==> config.mk <==
export PLATFORM = sky130hd
export DESIGN_NAME = pixel_row_copier
export DESIGN_NICKNAME = d
export VERILOG_FILES = /design/src/rtl/pixel_row_copier.sv
export SDC_FILE = /design/constraint.sdc
export NUM_CORES = 1
export LEC_CHECK = 0
export ABC_AREA = 1
export ABC_CLOCK_PERIOD_IN_PS = 2900
export BUFFER_PORTS_ARGS = -buffer_cell sky130_fd_sc_hd__buf_2
export CAP_MARGIN = 25
export CORE_ASPECT_RATIO = 1.2
export CORE_MARGIN = 4
export CORE_UTILIZATION = 49
export CTS_BUF_LIST = sky130_fd_sc_hd__clkbuf_16
export DETAILED_ROUTE_END_ITERATION = 7
export PLACE_DENSITY = 0.79
export SLEW_MARGIN = 20
export SYNTH_ARGS = -nofsm -noshare
export SYNTH_HDL_FRONTEND = slang
export SYNTH_SLANG_ARGS = --single-unit
==> constraint.sdc <==
create_clock -name clk -period 2.9 [get_ports clk]
set_input_delay 0.87 -clock clk [delete_from_list [all_inputs] [get_ports clk]]
set_output_delay 0.87 -clock clk [all_outputs]
set_load 0.01 [all_outputs]
==> src/rtl/pixel_row_copier.sv <==
module pixel_row_copier #(
  parameter int PIX_W   = 26,
  parameter int LOW_W   = 24,
  parameter int ADDR_W  = 20,
  parameter int RUN_MAX = 32,
  parameter int WID_LSB = 24
) (
  input  logic              clk,
  input  logic              rst_n,
  input  logic              wr_valid,
  output logic              wr_ready,
  input  logic [ADDR_W+2:0] wr_addr,
  input  logic [63:0]       wr_data,
  input  logic              raw_mode,
  output logic              busy,
  output logic              pm_rd_en,
  output logic [ADDR_W-1:0] pm_rd_addr,
  input  logic [PIX_W-1:0]  pm_rd_data,
  output logic              pm_wr_en,
  output logic [ADDR_W-1:0] pm_wr_addr,
  output logic [PIX_W-1:0]  pm_wr_data,
  output logic [PIX_W-1:0]  pm_wr_mask
);
  localparam int CNT_W = $clog2(RUN_MAX);

  logic              rd_act, wr_pend, down, raw_q;
  logic [CNT_W-1:0]  left;
  logic [ADDR_W-1:0] src_p, dst_p, wdst;

  wire              take   = wr_valid && wr_ready;
  wire              start  = take && (wr_addr[2:0] == 3'b000);
  wire [ADDR_W-1:0] a_dst  = wr_addr[ADDR_W+2:3];
  wire [ADDR_W-1:0] a_src  = wr_data[ADDR_W-1:0];
  wire [CNT_W-1:0]  a_last = wr_data[WID_LSB +: CNT_W];
  wire              a_down = a_dst > a_src;
  wire              unused_rsvd = ^{wr_data[63:WID_LSB+CNT_W], wr_data[WID_LSB-1:ADDR_W]};

  assign busy     = rd_act | wr_pend;
  assign wr_ready = !busy;

  always_ff @(posedge clk) begin
    if (!rst_n) begin
      rd_act  <= 1'b0;
      wr_pend <= 1'b0;
      down    <= 1'b0;
      raw_q   <= 1'b0;
      left    <= '0;
      src_p   <= '0;
      dst_p   <= '0;
      wdst    <= '0;
    end else begin
      wr_pend <= rd_act;
      wdst    <= dst_p;
      if (start) begin
        rd_act <= 1'b1;
        left   <= a_last;
        down   <= a_down;
        raw_q  <= raw_mode;
        src_p  <= a_down ? a_src + ADDR_W'(a_last) : a_src;
        dst_p  <= a_down ? a_dst + ADDR_W'(a_last) : a_dst;
      end else if (rd_act) begin
        left  <= left - 1'b1;
        src_p <= down ? src_p - 1'b1 : src_p + 1'b1;
        dst_p <= down ? dst_p - 1'b1 : dst_p + 1'b1;
        if (left == '0) rd_act <= 1'b0;
      end
    end
  end

  assign pm_rd_en   = rd_act;
  assign pm_rd_addr = src_p;
  assign pm_wr_en   = wr_pend;
  assign pm_wr_addr = wdst;
  assign pm_wr_data = pm_rd_data;
  assign pm_wr_mask = raw_q ? {PIX_W{1'b1}} : {{(PIX_W-LOW_W){1'b0}}, {LOW_W{1'b1}}};
endmodule

==> metrics.md <==
| Metric | Value |
|---|---|
| Cell mode on critical path | `nand2_1` |
| Die area | `~0.018 mm²` |
| Final hold vios | `0` |
| Critical Path End Type | `flip-flop` |
| Worst vdd ir | `0.215 mV` |
| Core area | `~0.015 mm²` |
| Clock transition at path regs | `0.06 ns` |
| Synth area leader | `nand2_1` |
| Slowest cell on the critical path | `fa_1` |
| Number of synthesized flops with an enable pin | `0` |
| Commonest cells in the netlist | `nand2_1, inv_1, nand3_1, a21oi_1, nor2_1` |
| Clk_skew | `around 0.013 ns` |
| Final Max Tran Viols | `0` |
| Pwr Total | `2.85 mW` |
| Clock power share | `0.370` |
| Worst Path Arrival | `approximately 2.8 ns` |
| Gate power share | `0.273` |
| Share of cells above drive strength 1 | `0.113` |
| ANT nets after route | `0` |
| Pre-antenna DRT Iters | `6` |
| Htree depth | `3` |
| Dpl ws | `~0.019 ns` |
| CTS tree | `built` |
| Vias post-DR | `around 8,300` |
| Hold Path Class | `flip-flop to flip-flop` |
| GRT Residual Overflow | `0` |
| Reg2Reg Setup Slack | `0.42 ns` |
| Die Ht | `roughly 140 µm` |
| Routability cong. | `around 0.97` |
| RSZ-0062 raised after global routing | `no` |
| Slew headroom | `0.637` |
| Initial Utilization | `0.502` |
| Final design utilization | `0.557` |
| FMAX | `0.385 GHz` |
| Int Pwr | `1.87 mW` |
| Num Clock Sinks | `between 60 and 70` |
| Syn avg cell area | `around 5.9 µm²` |
| LEAKAGE | `about 4.8 nW` |
| Ports | `~210` |
| Crit path time final | `between 2 and 3 ns` |
| DRT iter0 DRCs | `560` |
| Synth warn | `0` |
| Remaining routing DRC violations | `0` |
| HP Start | `dst_p[7]` |
| Setup Crit Path Kind | `input pin to flip-flop` |
| Reg2reg start | `pm_rd_addr[1]` |
| Max Cap Viol | `0` |
| Post-Syn Area | `between 0.007 and 0.008 mm²` |
| Metal3 WL | `1770 µm` |
| Share of the synthesized area in the top cell type | `0.192` |
| PortBufs | `just under 100` |
| Status | `complete, no violations` |
| Initial antenna violation count | `0` |
| FF+latch area | `approximately 0.0014 mm²` |
| Number of gates resized after CTS | `0` |
| Met2 wire length | `approximately 11,000 µm` |
| TritonCTS buffer count | `9` |
| Drt via density | `around 5.3` |
| Worst slew pin tran | `0.539 ns` |
| Rows | `49` |
| DR top layer | `met4` |
| Area of the multi-input gates | `around 0.005 mm²` |
| Sequential area share after synthesis | `0.182` |
| Synth area leaders | `nand2_1, dfxtp_1, ha_1` |
| Fin worst setup slack | `0.301 ns` |
| Met1 WL | `~9000 µm` |
| Root Buffer | `clkbuf_16` |
| Post-DP HPWL | `17,400 µm` |
| # hold bufs at CTS | `0` |
| Crit Path Max Fanout | `5` |
| Register bit total from synthesis | `slightly below 70` |
| Syn Inst Count | `approximately 1,300` |
| First-pass GRT wire length | `approximately 36,000 µm` |
| Sequential power share | `0.357` |
| Antenna fix cells | `0` |
| Tcrit/Tclk final | `0.896` |
| Sw frac | `0.345` |
| Setup tns final | `0 ns` |
| Startpoint Class | `input pin` |
| Worst-skew pair later-pin latency | `between 0.3 and 0.4 ns` |
| Fillers | `~1,600` |
| Crit-path max cell delay | `roughly 0.4 ns` |
| GRT Overall Usage | `0.254` |
| Detailed-route wire length per cell | `between 10 and 15 µm` |
| Count of cell types in the netlist | `38` |
| Die extent in x | `about 120 µm` |
| Switching Power | `approximately 0.98 mW` |
| Most frequent cell after synthesis | `nand2_1` |
| Routed Wire Length | `about 22,000 µm` |
| Syn-to-layout area delta | `10.9%` |
| Clock Path Buffers | `2` |
| Crit. Startpoint | `wr_data[24]` |
| CP required | `roughly 3.1 ns` |
| Endpoints failing setup | `0` |
| Nets | `roughly 1,500` |
| Ys flop type | `dfxtp_1` |
| Largest net degree at the start of global routing | `48` |
| Critical-path cell list | `buf_2 -> ha_1 -> inv_1 -> fa_1 -> inv_1 -> nand3_1 -> nand2_1 -> nand2_1 -> nand2_1 -> nand2_1 -> nand2_1 -> nand2_1 -> nand3_1 -> nand2_1 -> nand2_1 -> nand3_1 -> nand2_1 -> inv_1` |
| Pwr Density | `339 mW/mm²` |
| Postcts setup bufs | `0` |
| Number of global-route vias before repair | `a little under 8,000` |
| Synth async-reset ratio | `0` |
-- critical path: cells and delay by family --
kind / cells / cell delay [ns]
and+or+nand+nor: 12 / 1.08
buffers and inverters: 4 / 0.30
adders and majority gates: 2 / 0.58
-- registers in the layout, summed over array words and instances, names as in the netlist --
signal and count:
pm_rd_addr 20, dst_p 20, raw_q 1, left 5
down 1, pm_wr_addr 20, pm_wr_en 1, pm_rd_en 1
-- cells by family after synthesis --
family / after synthesis / synth area share
flip-flops: 69 / 0.182
AO/OA/AOI/OAI: 190 / 0.136
adder cells (fa/ha/maj): 72 / 0.123
AND/OR/NAND/NOR: 660 / 0.369
other: 1 / 0.000495
buffers and inverters: 263 / 0.161
XOR/XNOR: 24 / 0.0278
-- power by group through the flow --
stage / clock, mW / sequential, mW / combinational [mW]
6_report: 1.06 / 1.02 / 0.779
3_3_place_gp: 0 / 1.04 / 0.753
5_1_grt: 1.11 / 1.02 / 0.879
4_1_cts: 1.07 / 1.02 / 0.771
3_5_place_dp: 0 / 1.04 / 0.767
2_1_floorplan: 0 / 1.04 / 0.566
-- metal layers --
| layer | global-route usage | vias up |
|---|---|---|
| met5 | 0 | - |
| met4 | 0.0920 | 0 |
| li1 | - | 4225 |
| met1 | 0.319 | 3741 |
| met3 | 0.0282 | 50 |
| met2 | 0.447 | 324 |
-- layout make-up --
type | instances | area share
Multi-Input combinational cell | 970 | 0.602
Sequential cell | 69 | 0.164
Timing Repair Buffer | 125 | 0.0902
Inverter | 177 | 0.0791
Tap cell | 204 | 0.0304
Clock buffer | 9 | 0.0268
Clock inverter | 7 | 0.00700
-- metrics by stage --
step	cells	hold slack [ns]	cell area, µm²
after detailed placement	1545	0.444	8120
final	1561	0.453	8400
after floorplan	1302	0.421	7660
after CTS	1561	0.457	8400
after global placement	1545	0.442	8120
after global routing	1561	0.477	8400
-- cell usage in the layout, fill, tap and decap left out, drive strengths merged, types with 12 or more instances in the layout --
master | netlist | final
buf | 69 | 125
o21ai | 70 | 70
nor3 | 12 | 12
nand3 | 144 | 144
nand4 | 13 | 13
conb | 1 | 24
dfxtp | 69 | 69
a21oi | 88 | 88
inv | 175 | 178
ha | 68 | 68
nor2 | 81 | 81
xor2 | 14 | 14
nand2 | 392 | 392
-- worst paths after layout --
check | endpoint | cells after the start
worst max-delay path | dst_p[14] | 18
worst max register to register | pm_rd_addr[16] | 13
worst min-delay path | pm_wr_addr[7] | 2
worst min register to register | pm_wr_addr[7] | 2
(Power assumes the default switching activity.)
